===== src/rtl/ecc_fix_pkg.sv =====
package ecc_fix_pkg;

  // Verdict encodings; the values are visible on the status port.
  typedef enum logic [2:0] {
    ST_CLEAN      = 3'd0,
    ST_DATA_FIXED = 3'd1,
    ST_CODE_ERR   = 3'd2,
    ST_SKIPPED    = 3'd3,
    ST_UNCORR     = 3'd4
  } fixStatus_t;

  // Strobes from control to datapath.
  typedef struct packed {
    logic loadIdx;   // capture the decoded location
    logic clearIdx;  // zero the location registers
    logic armFix;    // replay correction enabled
  } dpStrobe_t;

  // Syndrome features from datapath to control.
  typedef struct packed {
    logic synZero;
    logic storedBlank;
    logic pairsOk;
    logic synSingle;
  } dpFlags_t;

endpackage


===== src/rtl/ecc_fix_dpath.sv =====
module ecc_fix_dpath
  import ecc_fix_pkg::*;
#(
  parameter int LANE_W     = 8,
  parameter int CODE_LANES = 3,
  parameter int POS_W      = 9,
  parameter int HAS_FIX    = 1
) (
  input  logic                         clk,
  input  logic                         rstN,
  input  logic [LANE_W*CODE_LANES-1:0] storedCode,
  input  logic [LANE_W*CODE_LANES-1:0] calcCode,
  input  dpStrobe_t                    stb,
  output dpFlags_t                     flags,
  output logic [POS_W-1:0]             byteIdx,
  output logic [$clog2(LANE_W)-1:0]    bitIdx,
  input  logic [POS_W-1:0]             streamPos,
  input  logic [LANE_W-1:0]            streamByte,
  output logic [LANE_W-1:0]            fixedByte
);

  localparam int CODE_W = LANE_W * CODE_LANES;
  localparam int PAIRS  = CODE_W / 2;
  localparam int BIT_W  = $clog2(LANE_W);

  logic [CODE_W-1:0] syn;
  logic [PAIRS-1:0]  pairDiff;
  logic [PAIRS-1:0]  pairVal;
  logic [POS_W-1:0]  nextByte;
  logic [BIT_W-1:0]  nextBit;
  logic [POS_W-1:0]  byteQ;
  logic [BIT_W-1:0]  bitQ;

  assign syn = storedCode ^ calcCode;

  // Each syndrome pair carries one location bit in its odd member.
  for (genvar p = 0; p < PAIRS; p++) begin : g_pair
    assign pairDiff[p] = syn[2*p] ^ syn[2*p+1];
    assign pairVal[p]  = syn[2*p+1];
  end

  always_comb begin
    flags.synZero     = ~|syn;
    flags.storedBlank = &storedCode;
    flags.pairsOk     = &pairDiff;
    flags.synSingle   = ($countones(syn) == 1);
  end

  // The lower pairs give the byte position, the upper ones the bit position.
  assign nextByte = pairVal[POS_W-1:0];
  assign nextBit  = pairVal[POS_W+BIT_W-1:POS_W];

  always_ff @(posedge clk or negedge rstN) begin
    if (!rstN) begin
      byteQ <= '0;
      bitQ  <= '0;
    end else if (stb.loadIdx) begin
      byteQ <= nextByte;
      bitQ  <= nextBit;
    end else if (stb.clearIdx) begin
      byteQ <= '0;
      bitQ  <= '0;
    end
  end

  assign byteIdx = byteQ;
  assign bitIdx  = bitQ;

  if (HAS_FIX != 0) begin : g_fix
    logic             hit;
    logic [LANE_W-1:0] flipMask;
    assign hit      = stb.armFix && (streamPos == byteQ);
    assign flipMask = hit ? (LANE_W'(1) << bitQ) : '0;
    assign fixedByte = streamByte ^ flipMask;
  end else begin : g_nofix
    assign fixedByte = streamByte;
  end

  // a location is only captured for a syndrome with every pair split
  assert_fix_needs_pairs_R3: assert property (@(posedge clk) disable iff (!rstN)
    stb.loadIdx |-> (flags.pairsOk && !flags.storedBlank));

  // the location holds while no new input arrives
  assert_idx_held_R8: assert property (@(posedge clk) disable iff (!rstN)
    (!stb.loadIdx && !stb.clearIdx) |=> ($stable(byteIdx) && $stable(bitIdx)));

  // the replay path never alters more than one bit
  assert_single_flip_R9: assert property (@(posedge clk) disable iff (!rstN)
    $countones(fixedByte ^ streamByte) <= 1);

  // no flip unless the correction is armed
  assert_no_flip_unarmed_R9: assert property (@(posedge clk) disable iff (!rstN)
    !stb.armFix |-> (fixedByte == streamByte));

endmodule


===== src/rtl/ecc_fix_ctrl.sv =====
module ecc_fix_ctrl
  import ecc_fix_pkg::*;
(
  input  logic       clk,
  input  logic       rstN,
  input  logic       inValid,
  input  dpFlags_t   flags,
  output dpStrobe_t  stb,
  output logic [2:0] status,
  output logic       outValid
);

  fixStatus_t nextStatus;
  fixStatus_t statusQ;
  logic       validQ;

  // Priority: clean, unprogrammed, data repair, code flip, failure.
  always_comb begin
    if (flags.synZero)           nextStatus = ST_CLEAN;
    else if (flags.storedBlank)  nextStatus = ST_SKIPPED;
    else if (flags.pairsOk)      nextStatus = ST_DATA_FIXED;
    else if (flags.synSingle)    nextStatus = ST_CODE_ERR;
    else                         nextStatus = ST_UNCORR;
  end

  always_comb begin
    stb.loadIdx  = inValid && (nextStatus == ST_DATA_FIXED);
    stb.clearIdx = inValid && (nextStatus != ST_DATA_FIXED);
    stb.armFix   = (statusQ == ST_DATA_FIXED);
  end

  always_ff @(posedge clk or negedge rstN) begin
    if (!rstN) begin
      statusQ <= ST_CLEAN;
      validQ  <= 1'b0;
    end else begin
      validQ <= inValid;
      if (inValid) statusQ <= nextStatus;
    end
  end

  assign status   = statusQ;
  assign outValid = validQ;

  // a clean verdict requires a zero syndrome at the sampled input
  assert_clean_from_zero_R1: assert property (@(posedge clk) disable iff (!rstN)
    (inValid && flags.synZero) |=> (status == ST_CLEAN));

  // an unprogrammed code with a nonzero syndrome is skipped
  assert_blank_skipped_R2: assert property (@(posedge clk) disable iff (!rstN)
    (inValid && flags.storedBlank && !flags.synZero) |=> (status == ST_SKIPPED));

  // a one-bit syndrome is charged to the code bytes
  assert_code_flip_R6: assert property (@(posedge clk) disable iff (!rstN)
    (inValid && flags.synSingle && !flags.storedBlank) |=> (status == ST_CODE_ERR));

  // the output strobe lasts one cycle per input strobe
  assert_valid_pulse_R8: assert property (@(posedge clk) disable iff (!rstN)
    (outValid && !inValid) |=> !outValid);

  // the verdict is held between inputs
  assert_status_held_R8: assert property (@(posedge clk) disable iff (!rstN)
    !inValid |=> $stable(status));

endmodule


===== src/rtl/nand_ecc_fixer.sv =====
module nand_ecc_fixer
  import ecc_fix_pkg::*;
#(
  parameter int LANE_W     = 8,
  parameter int CODE_LANES = 3,
  parameter int POS_W      = 9,
  parameter int HAS_FIX    = 1
) (
  input  logic                         clk,
  input  logic                         rstN,
  input  logic                         inValid,
  input  logic [LANE_W*CODE_LANES-1:0] storedCode,
  input  logic [LANE_W*CODE_LANES-1:0] calcCode,
  output logic                         outValid,
  output logic [2:0]                   status,
  output logic [POS_W-1:0]             byteIdx,
  output logic [$clog2(LANE_W)-1:0]    bitIdx,
  input  logic [POS_W-1:0]             streamPos,
  input  logic [LANE_W-1:0]            streamByte,
  output logic [LANE_W-1:0]            fixedByte
);

  dpStrobe_t stb;
  dpFlags_t  flags;

  ecc_fix_ctrl u_ctrl (
    .clk      (clk),
    .rstN     (rstN),
    .inValid  (inValid),
    .flags    (flags),
    .stb      (stb),
    .status   (status),
    .outValid (outValid)
  );

  ecc_fix_dpath #(
    .LANE_W     (LANE_W),
    .CODE_LANES (CODE_LANES),
    .POS_W      (POS_W),
    .HAS_FIX    (HAS_FIX)
  ) u_dpath (
    .clk        (clk),
    .rstN       (rstN),
    .storedCode (storedCode),
    .calcCode   (calcCode),
    .stb        (stb),
    .flags      (flags),
    .byteIdx    (byteIdx),
    .bitIdx     (bitIdx),
    .streamPos  (streamPos),
    .streamByte (streamByte),
    .fixedByte  (fixedByte)
  );

endmodule


===== config.mk =====
export PLATFORM = sky130hd
export DESIGN_NAME = nand_ecc_fixer
export DESIGN_NICKNAME = d
export VERILOG_FILES = /design/src/rtl/ecc_fix_pkg.sv /design/src/rtl/ecc_fix_dpath.sv /design/src/rtl/ecc_fix_ctrl.sv /design/src/rtl/nand_ecc_fixer.sv
export SDC_FILE = /design/constraint.sdc
export NUM_CORES = 1
export LEC_CHECK = 0
export BUFFER_PORTS_ARGS = -buffer_cell sky130_fd_sc_hd__buf_2
export CAP_MARGIN = 0
export CORE_ASPECT_RATIO = 1.1
export CORE_MARGIN = 2
export CORE_UTILIZATION = 43
export DETAILED_ROUTE_END_ITERATION = 10
export GPL_ROUTABILITY_DRIVEN = 0
export PLACE_DENSITY = 0.84
export SLEW_MARGIN = 15
export SYNTH_ARGS = -nofsm -noshare
export SYNTH_HDL_FRONTEND = slang
export SYNTH_HIERARCHICAL = 1
export SYNTH_SLANG_ARGS = --single-unit

===== constraint.sdc =====
create_clock -name clk -period 1.53 [get_ports clk]
set_input_delay 0.153 -clock clk [delete_from_list [all_inputs] [get_ports clk]]
set_output_delay 0.153 -clock clk [all_outputs]
set_load 0.1 [all_outputs]

---- Word level (Yosys, flattened, before mapping) ----
Cells that the tools add are included.
cells by class
  add/subtract/negate cells ............... 23
  multipliers ............................. 0
  divide/modulo/power cells ............... 0
  order comparisons ....................... 0
  equal/unequal tests ..................... 5
  shifts and indexed selects .............. 1
  mux-type cells .......................... 9
  bitwise gates (word level) .............. 14
  reduce and logical (&&, ||, !) cells .... 7
operator list
  operator                                                                 number
  32-bit adder                                                             11
  32-bit by 2-bit equality test with 1-bit output, second input constant   1
  1-bit by 1-bit adder with 2-bit output                                   12
  24-bit AND reduction                                                     1
  24-bit OR reduction                                                      1
  24-bit bitwise XOR                                                       1
  3-bit two-way mux                                                        6
  9-bit two-way mux                                                        2
  12-bit AND reduction                                                     1
  1-bit bitwise XOR                                                        12
  9-bit equality test                                                      1
  8-bit two-way mux                                                        1
  1-bit by 3-bit << shifter with 8-bit output, first input constant        1
  8-bit bitwise XOR                                                        1
  3-bit by 1-bit equality test with 1-bit output, second input constant    2
  1-bit logical AND                                                        3
  3-bit by 1-bit inequality test with 1-bit output, second input constant  1
  2-bit nonzero test                                                       1
storage, ports and cells
  flip-flop bits (word level) ............. 16
  bits in latches ......................... 0
  RAM bits ................................ 0
  bits in read-only memories .............. 0
  bits of input ports ..................... 68
  output and inout bits ................... 24
  word-level logic and storage cells ...... 63
  memories ................................ 0

---- Logic depth before layout (Yosys ltp) ----
Gate-level depths: netlist of run 1.
  depth after elaboration ................. 15
  mapped depth ............................ 17

---- Hierarchy ----
Netlist of run 1, hierarchy kept.
modules (own cells, without submodules)
  module         times used  cells an instance  area an instance (um^2)  seq. area each (um^2)
  ecc_fix_dpath  1           185                1868.0                   300.3
  ecc_fix_ctrl   1           18                 186.4                    100.1

---- Least setup slack after synthesis of run 1 ----
No wires, ideal clock.
  path type ............................... input -> register
  start ................................... in calcCode[19]
  end ..................................... reg u_ctrl.statusQ[2], in the netlist u_ctrl/status[2]
  library setup time ...................... 0.126 ns
  data arrival time ....................... 4.474 ns
  slack ................................... -3.069 ns
  stages on the path ...................... 15
  path buffers ............................ 0
  cell sequence ........................... xnor2_1 -> fa_1 -> fa_1 -> inv_1 -> fa_1 -> inv_1 -> fa_1 -> inv_1 -> fa_1 -> ha_1 -> fa_1 -> or4b_1 -> nor3_1 -> nor4_1 -> mux2_2
RTL lines
  item                    line                  source
  start: declaration      nand_ecc_fixer.sv:13  input logic [LANE_W*CODE_LANES-1:0] calcCode,
  end signal: assignment  ecc_fix_ctrl.sv:38    if (inValid) statusQ <= nextStatus;
  end: declaration        ecc_fix_ctrl.sv:14    fixStatus_t statusQ;

==> results of run 1 <==
-- registers in the layout (all words and copies together), names as in the netlist --
| name | cells |
|---|---|
| u_dpath/bitIdx | 3 |
| u_ctrl/outValid | 1 |
| u_dpath/byteIdx | 9 |
| u_ctrl/status | 3 |
-- kinds of logic after synthesis --
kind of cell | count (synthesis) | synth area share
mux | 11 | 0.0548
compound gates | 8 | 0.0225
fa+ha+maj | 35 | 0.275
xor+xnor | 41 | 0.175
flops | 16 | 0.195
buf+inv | 31 | 0.0572
simple gates | 61 | 0.220
-- through the flow --
stage | worst slack [ns] | area (um2) | std cells
finish | -3.21 | 4340 | 425
global route | -3.23 | 4340 | 425
CTS | -2.98 | 4090 | 420
detailed placement | -3.27 | 3700 | 405
global placement | -3.15 | 3700 | 405
floorplan | -2.93 | 2600 | 203
-- where the power goes --
part           switching (mW)  internal [mW]  leakage, nW
clock                   0.153          0.228       0.0288
combinational            2.14           1.70         1.81
sequential            0.00692          0.434        0.188
total                    2.30           2.37         2.03
-- area by class of cell --
class	count	area, um2
Multi-Input combinational cell	156	2300
Inverter	28	110
Clock buffer	4	55.1
Timing Repair Buffer	165	1350
Fill cell	134	283
Sequential cell	16	457
Tap cell	56	70.1
-- worst paths after layout --
path / start / end / cells past startpoint
setup / recovery: calcCode[21] / u_ctrl/status[2]$_DFFE_PN0P_ / 16
hold / removal: inValid / u_ctrl/outValid$_DFF_PN0_ / 1
setup reg to reg: u_dpath/bitIdx[1]$_DFFE_PN0P_ / u_dpath/bitIdx[1]$_DFFE_PN0P_ / 4
hold reg to reg: u_ctrl/status[0]$_DFFE_PN0P_ / u_ctrl/status[0]$_DFFE_PN0P_ / 2
max in group asynchronous: rstN / u_dpath/bitIdx[0]$_DFFE_PN0P_ / 2
min in group asynchronous: rstN / u_dpath/byteIdx[1]$_DFFE_PN0P_ / 2
-- cells in the final DEF (no fill, tap or decap), types with 12 or more instances in the layout --
cell type	n
fa_1	16
xor2_4	14
dfrtp_4	15
buf_4	56
nand4_1	12
ha_1	14
xnor2_2	13
buf_12	13
buf_6	17
buf_2	72
inv_1	24
-- routing by layer --
metal / GRT usage / vias up / share of wire
met5: 0 / - / 0
met4: 0.208 / 0 / 0.099
met3: 0.0450 / 91 / 0.079
met2: 0.638 / 227 / 0.52
met1: 0.377 / 1242 / 0.31
li1: - / 1010 / -
-- what timing repair did --
| item | in CTS | in global routing |
|---|---|---|
| endpoints found under the hold margin | 16 | 0 |
| cloned | 1 | 0 |
| endpoints found under the setup margin | 23 | 23 |
| resized for setup | 49 | 36 |
| setup buffers | 9 | 7 |
| pin swaps | 20 | 17 |
| hold buffers | 1 | 0 |
==> impl_results.md, run 1 <==
- Asr flop ratio synth: 1.00
- Wire per inst: 26.7 um
- Row count: 26
- Final Hold Vio Count: 0
- Startpoint type of the worst setup path: input port
- GRT overflow: 0
- Pin count of the biggest net entering global routing: 17
- Slowest cell delay on critical path: roughly 0.53 ns
- Setup TNS: -20.23 ns
- Final Max Slew Viols: 0
- PD cells: 1080 mW/mm2
- Clk_skew: 0 ns
- Top cell type's share of synthesized area: 0.195
- Largest area contributor in the netlist: dfrtp_1
- Crit-path slowest cell: or4b_4
- Vias in the first global route: approximately 2700
- Max Clk Rate: approximately 210 MHz
- Critical path buffer and inverter count: 4
- Total power: roughly 4.7 mW
- Ratio of cells with drive above 1 in the final layout: 0.718
- Core area: between 0.004 and 0.005 mm2
- Ports: slightly above 90
- Post-synthesis net count: 306
- WP data required: roughly 1.7 ns
- Worst Hold Slack: 0.117 ns
- CTS tree: built
- Post-Syn Area: approximately 0.0021 mm2
- CP dominant cell by count: fa_1
- Post-synth top cells: 28 x inv_1, 24 x xnor2_1, 18 x ha_1
- Area Overhead vs Synth: 111%
- Crit path max fanout: 2
- Netlist cell types: 32
- Clk root buf: clkbuf_8
- Port buffer count: between 90 and 100
- Clk slew on worst S/H paths: ~0.070 ns
- CP endpoint kind: flip-flop
- Max Cap Violations: 0
- Clock Sinks: 16
- Post-route ant nets: 0
- CP arrival: between 4 and 5 ns
- RSZ-0062 raised after global routing: yes
- Initial Util: 0.445
- Worst setup margin: -3.21 ns
- FF-to-FF setup slack: 0.38 ns
- Starting DRT DRC Count: between 200 and 300
- Post-synth top flop: dfrtp_1
- Status: finished with violations
- Relative slew slack: 0.664
- Top cells by area, synth: dfrtp_1 19%, fa_1 17%, ha_1 11%
- First-pass GRT wire length: 14000 um
- Final Critical Period: approximately 4.7 ns
- Die footprint: 0.00535 mm2
- Synth Warn #: 6
- Hold Crit Class: in2reg
- Ant. Diodes: 0
- Tightest Pin Transition: 0.508 ns
- Layout Utilization: 0.939
- Max Root-Sink Buffers: 2
- Via density: slightly above 6
- Post-synthesis sequential area ratio: 0.195
- Die H: about 76 um
- Mapped Cells: 203
- Final nets: approximately 470
- GRT Util Overall: 0.348
- Leak pwr: between 2 and 2.5 nW
- Initial antenna violation count: 0
- Synth Register Bits: 16
- Setup-failing EPs final: 23
- Post-synth EDFFs: 0
- Crit path kind: in2reg
- Mean Syn Cell Area: between 10 and 15 um2
- Die width: 69.9 um
- Part of the cycle the worst path needs: 3.10
- CP Cell Sequence: buf_2 -> xnor2_2 -> fa_1 -> fa_1 -> inv_1 -> fa_1 -> inv_1 -> fa_1 -> inv_2 -> fa_1 -> ha_2 -> fa_1 -> or4b_4 -> nor3_4 -> nor4_1 -> mux2_4
- Most common cell in the netlist: inv_1
- Vias: between 2000 and 3000
- Failing checks: negative setup slack
- CP top delay family: adder cells
- Detailed-route DRC error count: 0
- First-pass DRT Iterations: 5
- Routed WL: between 10000 and 15000 um
- Depth of the CTS H-tree: 1
- DP Wirelength: between 5000 and 6000 um
- Worst-skew pair later-pin latency: 0.25 ns
- Maximum vdd drop: ~2.5 mV
- Total CTS buffers: 3
(Power assumes the default switching activity.)
==> run 2: changes to the inputs <==
Settings changed: CORE_UTILIZATION 43 to 45, PLACE_DENSITY 0.84 to 0.85, SYNTH_HIERARCHICAL 1 to unset.
==> run 2 against run 1 <==
Effect of this change: the run still ends with negative setup slack left; worst hold slack improved by 0.015 ns; register-to-register slack better by 0.13 ns; clock power grew 5.8%; core utilization down 2.6 points; first-iteration DRC count fell by 37%; via count increased by 6.7%; power rose by 46%; largest cell class unchanged; highest routed layer unchanged.
==> impl_results.md, run 2 <==
- First-pass GRT wire length: 13800 um (-1.4%)
- CP endpoint kind: flip-flop
- Ant. Diodes: 0 (unchanged)
- Tightest Pin Transition: 0.566 ns (+0.0584 ns)
- Critical path buffer and inverter count: 5 (+1)
- Commonest cells after routing, fill and taps aside: 71 x buf_2, 67 x buf_4, 45 x inv_1
- Status: finished with violations
- DP Wirelength: 6130 um (+5.5%)
- Startpoint type of the worst setup path: input port
- Area Overhead vs Synth: 94.5%
- Die width: 73.3 um (+4.9%)
- Clock Sinks: 16 (unchanged)
- Starting DRT DRC Count: 176 (-37%)
- Post-synthesis sequential area ratio: 0.168 (-0.0265)
- Crit path kind: in2reg
- Hold Crit Class: in2reg
- Relative slew slack: 0.625 (-0.0386)
- Vias: 2742 (+6.7%)
- Vias in the first global route: 2918 (+9.4%)
- Worst setup margin: -3.11 ns (+0.0974 ns)
- GRT overflow: 0 (unchanged)
- Met3 wire length: 828 um (-7.3%)
- Die H: 80.2 um (+4.9%)
- Final Non-Filler Cells: 464 (+9.2%)
- WP data required: 1.67 ns (about the same)
- Initial antenna violation count: 0 (unchanged)
- GRT Util Overall: 0.318 (-0.0301)
- Via density: 5.91 (-2.3%)
- Depth of the CTS H-tree: 1 (unchanged)
- Post-synth top cells: 61 x inv_1, 34 x ha_1, 25 x xnor2_1
- Largest area contributor in the netlist: ha_1
- Post-synth EDFFs: 0 (unchanged)
- Crit path max fanout: 2 (unchanged)
- Clk root buf: clkbuf_8
- Mapped Cells: 239 (+18%)
- Routed WL: 11000 um (-3.1%)
- Post-synthesis net count: 360 (+18%)
- Part of the cycle the worst path needs: 3.03 (-0.0637)
- Pin count of the biggest net entering global routing: 17 (unchanged)
- Placed Cells: 448 (+11%)
- Wire per inst: 23.7 um (-11%)
- Leak pwr: 2.30 nW (+13%)
- DR top layer: met4
- PD cells: 1470 mW/mm2 (+37%)
- Top cells by area, synth: ha_1 18%, dfrtp_1 17%, fa_1 16%
- Synth Register Bits: 16 (unchanged)
- Asr flop ratio synth: 1.00 (unchanged)
- Port buffer count: 91 (unchanged)
- Row count: 27 (+3.8%)
- Final Hold Vio Count: 0 (unchanged)
- CTS tree: built
- Ports: 92 (unchanged)
- Failing checks: negative setup slack
- Crit-path slowest cell: fa_1
- Post-Syn Area: 0.00238 mm2 (+16%)
- Mean Syn Cell Area: 9.95 um2 (-1.7%)
- Max Cap Violations: 0 (unchanged)
- Initial Util: 0.469 (+0.0244)
- Met2 Routed Length: 5780 um (-1.5%)
- Core area: 0.00507 mm2 (+9.7%)
- CP Cell Sequence: buf_2 -> xnor2_2 -> inv_2 -> ha_4 -> fa_2 -> fa_1 -> inv_1 -> fa_2 -> inv_1 -> fa_2 -> fa_1 -> ha_2 -> inv_2 -> fa_2 -> nor2b_4 -> a21oi_2 -> nor2_1 -> o41ai_2
- Clk slew on worst S/H paths: 0.07 ns (about the same)
- Detailed-route DRC error count: 0 (unchanged)
- Setup TNS: -17.10 ns (+3.13 ns)
- Post-synth top flop: dfrtp_1
- RSZ-0062 raised after global routing: yes
- Worst-skew pair later-pin latency: 0.27 ns (+0.02 ns)
- Final Critical Period: 4.64 ns (-0.0974 ns)
- Die footprint: 0.00588 mm2 (+10%)
- CP top delay family: adder cells
- CP arrival: 4.79 ns (-0.09 ns)
- Setup-failing EPs final: 23 (unchanged)
- First-pass DRT Iterations: 5 (unchanged)
- Layout Utilization: 0.913 (-0.0262)
- Most common cell in the netlist: inv_1
- Netlist cell types: 31 (-3.1%)
- Max reg flops: 9 (unchanged)
- Maximum vdd drop: 2.94 mV (+17%)
- CP dominant cell by count: fa_2
- Top cell type's share of synthesized area: 0.179 (-0.0159)
- Clk_skew: 0 ns (unchanged)
- Max Root-Sink Buffers: 2 (unchanged)
- Commonest non-fill, non-tap cell in the layout: buf_2
- Synth Warn #: 0 (-6)
- Ratio of cells with drive above 1 in the final layout: 0.697 (-0.0211)
- M1 wire length: 3400 um (-2.2%)
- Final nets: 528 (+12%)
- Total CTS buffers: 3 (unchanged)
- Place WS: -3.31 ns (-0.0392 ns)
- Max Clk Rate: 215 MHz (+2.1%)
- Final Max Slew Viols: 0 (unchanged)
- Slowest cell delay on critical path: 0.56 ns (+0.03 ns)
- Post-route ant nets: 0 (unchanged)
-- run 2: cell types whose count changed after synthesis, moves of 3 or more --
| cell | before | now |
|---|---|---|
| or2b_1 | 5 | 0 |
| o21ai_0 | 3 | 0 |
| nand3_1 | 2 | 7 |
| mux2i_1 | 9 | 0 |
| ha_1 | 18 | 34 |
| nor3_1 | 4 | 1 |
| nand3b_1 | 3 | 0 |
| o2bb2ai_1 | 0 | 3 |
| inv_1 | 28 | 61 |
| o22ai_2 | 0 | 3 |
| nor2b_1 | 0 | 3 |
| o2bb2ai_2 | 0 | 6 |
| nand2b_1 | 8 | 0 |
-- run 2: metrics by stage --
step,power [mW],hold slack [ns],instance area [um2]
after CTS,5.93,0.116,4280
after global routing,7.12,0.132,4620
final,6.82,0.132,4620
after detailed placement,4.94,0.0872,3840
after floorplan,3.40,-0.143,2720
after global placement,4.55,0.0746,3840
-- run 2: repair_timing --
action | 4_1_cts | 5_1_grt
gates resized for setup | 57 | 51
cloned | 1 | 0
pin swaps | 43 | 24
setup buffers | 5 | 6
endpoints found under the hold margin | 16 | 0
endpoints found under the setup margin | 23 | 23
hold buffers | 1 | 0
-- run 2: logic make-up (layout without fill, tap and decap cells) --
| group | count (synthesis) | count (layout) | synth area share |
|---|---|---|---|
| AOI/OAI and AO/OA | 21 | 21 | 0.0958 |
| xor gates and xnor gates | 41 | 41 | 0.151 |
| and+or+nand+nor | 44 | 44 | 0.138 |
| adders and majority gates | 53 | 53 | 0.339 |
| buffers and inverters | 64 | 231 | 0.107 |
| DFF | 16 | 16 | 0.168 |
-- run 2: area by class of cell --
class,instances,area [um2]
multi-input cells,159,2580
repair buffers,166,1280
fillers,169,443
flip-flops and latches,16,408
inverters,61,229
well taps,58,72.6
clock buffers,4,55.1
-- run 2: layer usage --
| metal | track usage | vias up |
|---|---|---|
| li1 | - | 1099 |
| met1 | 0.278 | 1330 |
| met2 | 0.615 | 220 |
| met3 | 0.0565 | 93 |
| met4 | 0.247 | 0 |
| met5 | 0 | - |
-- run 2: where the power goes --
group	switching, mW	internal [mW]
registers	0.0187	0.444
clock network	0.173	0.230
logic	3.28	2.68
-- run 2: worst paths after layout --
| check | end | slack [ns] | startpoint | cells after the start |
|---|---|---|---|---|
| worst min register to register | u_dpath.byteIdx[7]$_DFFE_PN0P_ | 0.63 | u_dpath.byteIdx[7]$_DFFE_PN0P_ | 2 |
| max in group asynchronous | u_dpath.byteIdx[8]$_DFFE_PN0P_ | 0.87 | rstN | 2 |
| worst min-delay path | u_ctrl.outValid$_DFF_PN0_ | 0.13 | inValid | 1 |
| min in group asynchronous | u_dpath.bitIdx[2]$_DFFE_PN0P_ | 0.35 | rstN | 2 |
| worst max-delay path | u_ctrl.status[2]$_DFFE_PN0P_ | -3.11 | calcCode[23] | 18 |
| worst max register to register | u_ctrl.status[1]$_DFFE_PN0P_ | 0.51 | u_ctrl.status[1]$_DFFE_PN0P_ | 2 |
-- run 2: worst reg2reg max path, stage by stage (launching register included) --
cell and delay [ns]:
dfrtp_1 0.42, buf_4 0.16, a221o_1 0.32
